==> src/rtl/frt_pkg.sv <==
package frt_pkg;
  typedef enum logic [1:0] {
    ST_PRECHG = 2'd0,
    ST_NORMAL = 2'd1,
    ST_HOLD   = 2'd2,
    ST_OFF    = 2'd3
  } frt_state_t;
endpackage

==> src/rtl/frt_run_qual.sv <==
module frt_run_qual #(
  parameter int RUN = 3
) (
  input  logic clk,
  input  logic rst_n,
  input  logic clr,
  input  logic vld,
  input  logic hit,
  output logic done
);
  localparam int CW = $clog2(RUN + 1);
  localparam logic [CW-1:0] LAST = CW'(RUN - 1);

  logic [CW-1:0] cnt_q;
  logic [CW-1:0] cnt_d;
  logic          cnt_en;

  always_comb begin
    cnt_en = clr | vld;
    cnt_d  = cnt_q;
    if (clr) begin
      cnt_d = '0;
    end else if (vld) begin
      if (!hit) begin
        cnt_d = '0;
      end else if (cnt_q < LAST) begin
        cnt_d = cnt_q + 1'b1;
      end
    end
  end

  always_ff @(posedge clk or negedge rst_n) begin
    if (!rst_n) begin
      cnt_q <= '0;
    end else if (cnt_en) begin
      cnt_q <= cnt_d;
    end
  end

  assign done = vld & hit & (cnt_q >= LAST);
endmodule

==> src/rtl/frt_hold_timer.sv <==
module frt_hold_timer #(
  parameter int TW = 16
) (
  input  logic          clk,
  input  logic          rst_n,
  input  logic          clr,
  input  logic          run,
  input  logic [TW-1:0] limit,
  output logic          expire
);
  logic [TW-1:0] tcnt_q;
  logic [TW:0]   tnext;

  assign tnext  = {1'b0, tcnt_q} + 1'b1;
  assign expire = run & (tnext >= {1'b0, limit});

  always_ff @(posedge clk or negedge rst_n) begin
    if (!rst_n) begin
      tcnt_q <= '0;
    end else if (clr) begin
      tcnt_q <= '0;
    end else if (run && !tnext[TW]) begin
      tcnt_q <= tnext[TW-1:0];
    end
  end
endmodule

==> src/rtl/frt_mode_fsm.sv <==
module frt_mode_fsm
  import frt_pkg::*;
(
  input  logic       clk,
  input  logic       rst_n,
  input  logic       collapse_done,
  input  logic       recover_done,
  input  logic       timeout_hit,
  input  logic       restart,
  output frt_state_t state,
  output logic       change
);
  frt_state_t state_q;
  frt_state_t state_d;

  always_comb begin
    state_d = state_q;
    unique case (state_q)
      ST_PRECHG: if (recover_done) state_d = ST_NORMAL;
      ST_NORMAL: if (collapse_done) state_d = ST_HOLD;
      ST_HOLD: begin
        if (recover_done) begin
          state_d = ST_NORMAL;
        end else if (timeout_hit) begin
          state_d = ST_OFF;
        end
      end
      ST_OFF:    if (restart) state_d = ST_PRECHG;
      default:   state_d = ST_PRECHG;
    endcase
  end

  always_ff @(posedge clk or negedge rst_n) begin
    if (!rst_n) begin
      state_q <= ST_PRECHG;
    end else begin
      state_q <= state_d;
    end
  end

  assign state  = state_q;
  assign change = (state_d != state_q);
endmodule

==> src/rtl/frt_supervisor.sv <==
module frt_supervisor
  import frt_pkg::*;
#(
  parameter int SW      = 12,
  parameter int TW      = 16,
  parameter int IW      = 10,
  parameter int N_FAULT = 3,
  parameter int N_RECOV = 4
) (
  input  logic          clk,
  input  logic          rst_n,
  input  logic          sample_vld,
  input  logic [SW-1:0] sample,
  input  logic          restart,
  input  logic [SW-1:0] cfg_fault_lvl,
  input  logic [SW-1:0] cfg_recover_lvl,
  input  logic [TW-1:0] cfg_timeout,
  input  logic [IW-1:0] cfg_hold_iref,
  output logic [1:0]    mode,
  output logic          batt_en,
  output logic          scap_en,
  output logic          iref_sel,
  output logic [IW-1:0] hold_iref,
  output logic          vl_floor_zero
);
  frt_state_t state;
  logic       change;
  logic       below_fault;
  logic       at_recover;
  logic       collapse_done;
  logic       recover_done;
  logic       timer_run;
  logic       timeout_hit;

  assign below_fault = sample < cfg_fault_lvl;
  assign at_recover  = sample >= cfg_recover_lvl;
  assign timer_run   = (state == ST_HOLD) & sample_vld & ~at_recover;

  frt_run_qual #(.RUN(N_FAULT)) u_collapse (
    .clk   (clk),
    .rst_n (rst_n),
    .clr   (change),
    .vld   (sample_vld),
    .hit   (below_fault),
    .done  (collapse_done)
  );

  frt_run_qual #(.RUN(N_RECOV)) u_recover (
    .clk   (clk),
    .rst_n (rst_n),
    .clr   (change),
    .vld   (sample_vld),
    .hit   (at_recover),
    .done  (recover_done)
  );

  frt_hold_timer #(.TW(TW)) u_timer (
    .clk    (clk),
    .rst_n  (rst_n),
    .clr    (change),
    .run    (timer_run),
    .limit  (cfg_timeout),
    .expire (timeout_hit)
  );

  frt_mode_fsm u_fsm (
    .clk           (clk),
    .rst_n         (rst_n),
    .collapse_done (collapse_done),
    .recover_done  (recover_done),
    .timeout_hit   (timeout_hit),
    .restart       (restart),
    .state         (state),
    .change        (change)
  );

  always_comb begin
    mode          = state;
    batt_en       = 1'b0;
    scap_en       = 1'b0;
    iref_sel      = 1'b0;
    vl_floor_zero = 1'b0;
    unique case (state)
      ST_NORMAL: begin
        batt_en = 1'b1;
        scap_en = 1'b1;
      end
      ST_PRECHG, ST_HOLD: begin
        batt_en       = 1'b1;
        iref_sel      = 1'b1;
        vl_floor_zero = 1'b1;
      end
      default: ;
    endcase
    hold_iref = iref_sel ? cfg_hold_iref : '0;
  end
endmodule

==> config.mk <==
export PLATFORM = sky130hd
export DESIGN_NAME = frt_supervisor
export DESIGN_NICKNAME = d
export VERILOG_FILES = /design/src/rtl/frt_pkg.sv /design/src/rtl/frt_run_qual.sv /design/src/rtl/frt_hold_timer.sv /design/src/rtl/frt_mode_fsm.sv /design/src/rtl/frt_supervisor.sv
export SDC_FILE = /design/constraint.sdc
export NUM_CORES = 1
export LEC_CHECK = 0
export ABC_AREA = 1
export CORE_MARGIN = 10
export CORE_UTILIZATION = 51
export CTS_CLUSTER_DIAMETER = 150
export DETAILED_ROUTE_END_ITERATION = 8
export GPL_ROUTABILITY_DRIVEN = 0
export HOLD_SLACK_MARGIN = 0.06
export PLACE_DENSITY = 0.83
export SKIP_CTS_REPAIR_TIMING = 1
export SLEW_MARGIN = 40
export SYNTH_ARGS = -nofsm -noshare
export SYNTH_HDL_FRONTEND = slang
export SYNTH_SLANG_ARGS = --single-unit
==> constraint.sdc <==
create_clock -name clk -period 7.2 [get_ports clk]
set_clock_uncertainty 0.2 [all_clocks]
set_input_delay 1.44 -clock clk [delete_from_list [all_inputs] [get_ports clk]]
set_output_delay 1.44 -clock clk [all_outputs]
set_load 0.005 [all_outputs]
=== Yosys cells after proc, flatten, opt, wreduce, memory -nomap -nowiden ===
Cells that the tools add are included.

* Register bits: 23

* Add/sub/neg operators: 3
* Order comparisons: 7
* Eq/ne operators: 6
* Mux-type cells: 20
* Bitwise operators: 9
* Reduce and logical (&&, ||, !) cells: 9

{| class="wikitable"
|+ Operators by type and width
! operator !! number
|-
| $mux W16 || 2
|-
| $mux W2 || 9
|-
| $add A16 B1 Y17 const B || 1
|-
| $ge A17 B16 Y1 || 1
|-
| $ge A12 B12 Y1 || 1
|-
| $lt A12 B12 Y1 || 1
|-
| $mux W3 || 4
|-
| $mux W10 || 1
|-
| $pmux W2 S4 || 1
|-
| $and A1 B1 Y1 || 7
|-
| $reduce_and A3 Y1 || 2
|-
| $eq A2 B2 Y1 const B || 2
|-
| $reduce_bool A2 Y1 || 2
|-
| $add A3 B1 Y3 const B || 1
|-
| $ge A3 B2 Y1 const B || 1
|-
| $lt A3 B2 Y1 const B || 1
|-
| $mux W1 || 3
|-
| $ne A3 B1 Y1 const B || 1
|-
| $ne A3 B2 Y1 const B || 1
|-
| $reduce_or A3 Y1 || 1
|-
| $add A2 B1 Y2 const B || 1
|-
| $eq A2 B1 Y1 const B || 1
|-
| $ge A2 B2 Y1 const B || 1
|-
| $logic_not A2 Y1 || 1
|-
| 7 further kinds || 7
|}

=== Logic depth before layout (Yosys ltp) ===
* Word-level depth: 10
* Mapped depth: 22

=== Hierarchy ===
Synthesis repeated with hierarchy kept, for this count alone.

* Cells, all modules: 436
* Area, all modules: 2847.7 sq um

{| class="wikitable"
|+ Modules (own cells, without submodules)
! module !! instances !! cells an instance !! area an instance (sq um) !! seq. area each (sq um)
|-
| frt_hold_timer || 1 || 230 || 1590.3 || 400.4
|-
| frt_supervisor || 1 || 133 || 739.5 || 0.0
|-
| frt_run_qual (u_recover) || 1 || 32 || 230.2 || 75.1
|-
| frt_mode_fsm || 1 || 22 || 153.9 || 50.0
|-
| frt_run_qual (u_collapse) || 1 || 19 || 133.9 || 50.0
|}

=== Worst setup path after synthesis ===
No wires, ideal clock.

* Kind: in2reg
* Start: input cfg_recover_lvl[7]
* End: register u_collapse.cnt_q[0]
* Data arrival time: 2.991 ns
* Required time: 6.878 ns
* Slack: 3.888 ns
* Stages on the path: 16
* Path buffers: 1
* Cells stage by stage: inv_1 -> ha_1 -> nand2_1 -> nor2_1 -> and2_1 -> nand2_1 -> nand4_1 -> nor2_1 -> nand2_1 -> nand2_1 -> nand2_2 -> nand2_2 -> nand3_4 -> nand2_4 -> buf_6 -> nor2_4

* Longest elaborated chain between the ends: 10
* Elaborated cells between the ends (all ways): 16
* Those cells by class: order compare: 1; eq/ne: 2; mux: 5; bitwise: 6; reduce/logical: 2

{| class="wikitable"
|+ Ends and longest elaborated chain
! what !! line !! text
|-
| from (decl) || frt_supervisor.sv:16 || <nowiki>input logic [SW-1:0] cfg_recover_lvl,</nowiki>
|-
| $ge A12 B12 Y1 (*) || frt_supervisor.sv:36 || <nowiki>assign at_recover = sample >= cfg_recover_lvl;</nowiki>
|-
| $not A1 Y1 || frt_supervisor.sv:37 || <nowiki>assign timer_run = (state == ST_HOLD) & sample_vld & ~at_recover;</nowiki>
|-
| $and A1 B1 Y1 || frt_supervisor.sv:37 ||
|-
| $and A1 B1 Y1 || frt_hold_timer.sv:15 || <nowiki>assign expire = run & (tnext >= {1'b0, limit});</nowiki>
|-
| $mux W2 || frt_mode_fsm.sv:24 || <nowiki>end else if (timeout_hit) begin</nowiki>
|-
| $mux W2 || frt_mode_fsm.sv:22 || <nowiki>if (recover_done) begin</nowiki>
|-
| $pmux W2 S4 (*) || frt_mode_fsm.sv:18 || <nowiki>unique case (state_q)</nowiki>
|-
| $ne A2 B2 Y1 (*) || frt_mode_fsm.sv:42 || <nowiki>assign change = (state_d != state_q);</nowiki>
|-
| $ne A3 B2 Y1 (no source line) (tied with other cells) || n/a ||
|-
| $reduce_and A3 Y1 (no source line) || n/a ||
|-
| to (signal assigned) || frt_run_qual.sv:36 || <nowiki>cnt_q <= cnt_d;</nowiki>
|-
| to (decl) || frt_run_qual.sv:14 || <nowiki>logic [CW-1:0] cnt_q;</nowiki>
|}

Every way passes the cells marked *; elsewhere a longest branch is shown, timed or not.
A chain may end at the register's enable or synchronous reset.

=== Worst setup path in the final report ===
* Start: input cfg_hold_iref[2]
* End: output hold_iref[2]

* Longest elaborated chain between the ends: 1

{| class="wikitable"
|+ Ends and longest elaborated chain
! what !! line !! text
|-
| from (decl) || frt_supervisor.sv:18 || <nowiki>input logic [IW-1:0] cfg_hold_iref,</nowiki>
|-
| $mux W10 || frt_supervisor.sv:95 || <nowiki>hold_iref = iref_sel ? cfg_hold_iref : '0;</nowiki>
|-
| to (decl) || frt_supervisor.sv:23 || <nowiki>output logic [IW-1:0] hold_iref,</nowiki>
|}

Every way passes these cells.

==> metrics.md <==
| Metric | Value |
|---|---|
| Area Growth Syn to Fin | 34.5% |
| Fmax | 237 MHz |
| Seq pwr share | roughly a third |
| Worst Path Class, Setup | in2out |
| Die width | slightly above 90 um |
| Site row count | 25 |
| Most used cell, CP | clkdlybuf4s50_1 |
| H-tree levels | 1 |
| CP max FO | 1 |
| Clock transition at path regs | 80 ps |
| Gate power share | 51.3% |
| Worst path cell trace | clkdlybuf4s50_1 -> inv_1 -> nor2_1 -> clkdlybuf4s50_1 |
| CTS root buf | clkbuf_8 |
| Die Y-Extent | 91.6 um |
| Worst r2r dst | u_timer.tcnt_q[10] |
| # setup viols final | 0 |
| Total GRT Usage | 15.9% |
| Post-DP HPWL | between 5000 and 6000 um |
| Sw Share | roughly two fifths |
| Critical Path Source Type | primary input |
| Largest net degree at the start of global routing | 24 |
| Initial antenna violation count | 0 |
| Final period util | between 50% and 60% |
| WL final | a little under 7000 um |
| Actual slew at the worst max-slew pin | roughly 560 ps |
| Mapped Cells | 386 |
| Psw | between 0.00015 and 0.0002 W |
| Worst path required time | 5560 ps |
| Flops & latches, synth | 23 |
| Synthesized cell area | between 2000 and 3000 um2 |
| Fin util | between 70% and 80% |
| Worst hold path depth | 2 |
| Clock network fraction of total power | around 16% |
| Critical Path AT | 2580 ps |
| Clock latency on the worst-skew pair | 260 ps |
| Initial Utilization | a little over half |
| Grt total ovfl | 0 |
| Reg-to-Reg Start | u_timer.tcnt_q[0] |
| RSZ-0062 raised after global routing | no |
| R2R setup slack | 3500 ps |
| CP Capture Type | output pin |
| Via/cell ratio | between 4 and 5 |
| Fillers | 407 |
| Maximum Capacitance Violations | 0 |
| DP Worst Slack | about 2800 ps |
| TritonRoute pass-1 iters | 4 |
| Hold Startpoint | u_recover.cnt_q[2] |
| Syn nets | approximately 500 |
| Slowest stage cell, crit path | clkdlybuf4s50_1 |
| Hold Slack | ~350 ps |
| Sequential-to-total area share from yosys stat | about 22% |
| Vias in the first global route | between 2,000 and 3,000 |
| Synthesis warning total | 0 |
| CTS tree | done |
| IO Port Bufs | 81 |
| Core Area | approximately 4800 um2 |
| Final Hold Viols | 0 |
| Synth Area per Inst | between 6 and 7 um2 |
| CTS Buffer Depth | 2 |
| Peak supply drop | roughly 0.14 mV |
| Antenna cells | 0 |
| Die area | roughly 8400 um2 |
| Reg2Reg Depth | 21 |
| Worst hold endpoint | u_recover.cnt_q[2] |
| Sink Count | 23 |
| I/O pins | 82 |
| Final nets | about 580 |
| DR iter-0 viols | 98 |
| CP top delay family | buffers and inverters |
| Share of cells above drive strength 1 | between 5 and 6% |
| Clock buffer count from CTS | 3 |
| Cell area power density | approximately 140 nW/um2 |
| Pins Over Slew Limit | 0 |
| Status | finished, final reports clean |
| Residual DRC count | 0 |
| Period minus WS final | ~4200 ps |
| TNS Setup | 0 ps |
| Sequential cell area | 576 um2 |
| Leakage | roughly 1.9 nW |
| Worst rel slew slack | a little over three fifths |
| First-pass GRT wire length | ~11,000 um |
| DR vias | approximately 2,600 |
| Largest stage delay, worst path | ~540 ps |
| Cell-internal power | 0.000312 W |
| Wirelength per Cell | 12.6 um |
| Worst Hold Class | reg2reg |
| Top FF cell, synth | dfrtp_1 |
| Crit path buffers/inverters | 3 |
| Asr flop ratio synth | 100% |
| Routed Antenna Nets | 0 |
| Library cells used by synthesis | 30 |
| Multi-input logic area | 1700 um2 |
| Post-synth EDFFs | 0 |
| Final worst slack | between 2000 and 3000 ps |
| Overall power | approximately 0.0005 W |
-- tightest hold or removal path, cell delays in order, from the launching register on --
cell and delay (ps):
dfrtp_1 370, nand4_1 90, nand2_1 60
-- synth_stat cells (2+ instances only) --
master | number | share of area, %
a21oi_1 | 25 | 4.8
a21oi_2 | 7 | 2.3
buf_4 | 2 | 0.57
clkbuf_1 | 2 | 0.29
dfrtp_1 | 23 | 22
ha_1 | 43 | 21
inv_1 | 81 | 12
nand2_1 | 98 | 14
nand2_2 | 4 | 0.96
nand3_1 | 17 | 3.3
nand3b_1 | 2 | 0.57
nand4_1 | 10 | 2.4
nor2_1 | 35 | 5.0
nor2_2 | 4 | 0.96
nor2_4 | 2 | 0.86
o21ai_0 | 5 | 0.96
xnor2_1 | 6 | 2.0
xor2_1 | 8 | 2.7
-- power groups by stage --
stage | combinational [W] | clock [W] | sequential (W)
final | 0.000261 | 0.0000805 | 0.000166
after global routing | 0.000290 | 0.0000905 | 0.000171
after CTS | 0.000265 | 0.0000828 | 0.000167
after detailed placement | 0.000264 | 0 | 0.000169
after global placement | 0.000257 | 0 | 0.000169
after floorplan | 0.000156 | 0 | 0.000159
-- worst max-delay path by stage --
stage                                to  slack (ps)          startpoint  cells past startpoint
floorplan           u_collapse.cnt_q[0]        3890  cfg_recover_lvl[7]                     16
global placement     u_timer.tcnt_q[11]        2940  cfg_recover_lvl[7]                     13
detailed placement    u_timer.tcnt_q[1]        2840  cfg_recover_lvl[7]                     13
CTS                        hold_iref[2]        2990    cfg_hold_iref[2]                      4
global route         u_timer.tcnt_q[13]        2810  cfg_recover_lvl[7]                     13
finish                     hold_iref[2]        2980    cfg_hold_iref[2]                      4
-- logic make-up after synthesis --
kind of cell | Yosys count | share of synthesized area (%)
XOR/XNOR | 14 | 4.70
AO/OA/AOI/OAI | 43 | 9.77
adder cells (fa/ha/maj) | 43 | 20.6
buffers and inverters | 86 | 12.9
flip-flops | 23 | 22.0
AND/OR/NAND/NOR | 177 | 29.9
-- per-stage QoR --
| stage | std cells | area, um2 |
|---|---|---|
| global placement | 529 | 3470 |
| floorplan | 386 | 2610 |
| finish | 533 | 3510 |
| detailed placement | 529 | 3470 |
| CTS | 533 | 3510 |
| global route | 533 | 3510 |
-- state kept, by name, indices dropped and copies added, names as in the netlist --
| name | flops |
|---|---|
| u_timer.tcnt_q | 16 |
| u_recover.cnt_q | 3 |
| u_collapse.cnt_q | 2 |
| u_fsm.state | 2 |
-- metal layers --
layer  global-route usage (%)  vias up  part of all wire, %
met5                        0        -                    0
met4                    0.392        0                 0.18
met3                     2.72        2                  5.6
met2                     30.0       75                   49
met1                     19.2     1178                   46
li1                         -     1371                    -
-- final cells by class --
cell class	instances	share of cell area [%]
Inverter	81	8.65
Timing Repair Buffer	81	22.9
Tap cell	67	2.39
Sequential cell	23	16.4
Multi-Input combinational cell	277	48.3
Clock inverter	1	0.142
Clock buffer	3	1.18
-- placed cells by master, fill, tap and decap left out, drive strengths merged --
| master | synthesis | final |
|---|---|---|
| nor3 | 1 | 1 |
| dfrtp | 23 | 23 |
| clkdlybuf4s50 | 0 | 80 |
| ha | 43 | 43 |
| xor2 | 8 | 8 |
| nand4 | 10 | 10 |
| o22ai | 1 | 1 |
| xnor2 | 6 | 6 |
| inv | 81 | 81 |
| buf | 3 | 1 |
| nand3b | 2 | 2 |
| nor3b | 1 | 1 |
| o21ai | 6 | 6 |
| a21oi | 32 | 32 |
| clkinv | 0 | 1 |
| o211ai | 1 | 1 |
| a21o | 1 | 1 |
| o211a | 1 | 1 |
| nand2 | 103 | 103 |
| a21boi | 1 | 1 |
| nand3 | 18 | 18 |
| nor2 | 41 | 41 |
| and2 | 1 | 1 |
| clkbuf | 2 | 3 |
Note: power is estimated with default switching activity, not from simulation.
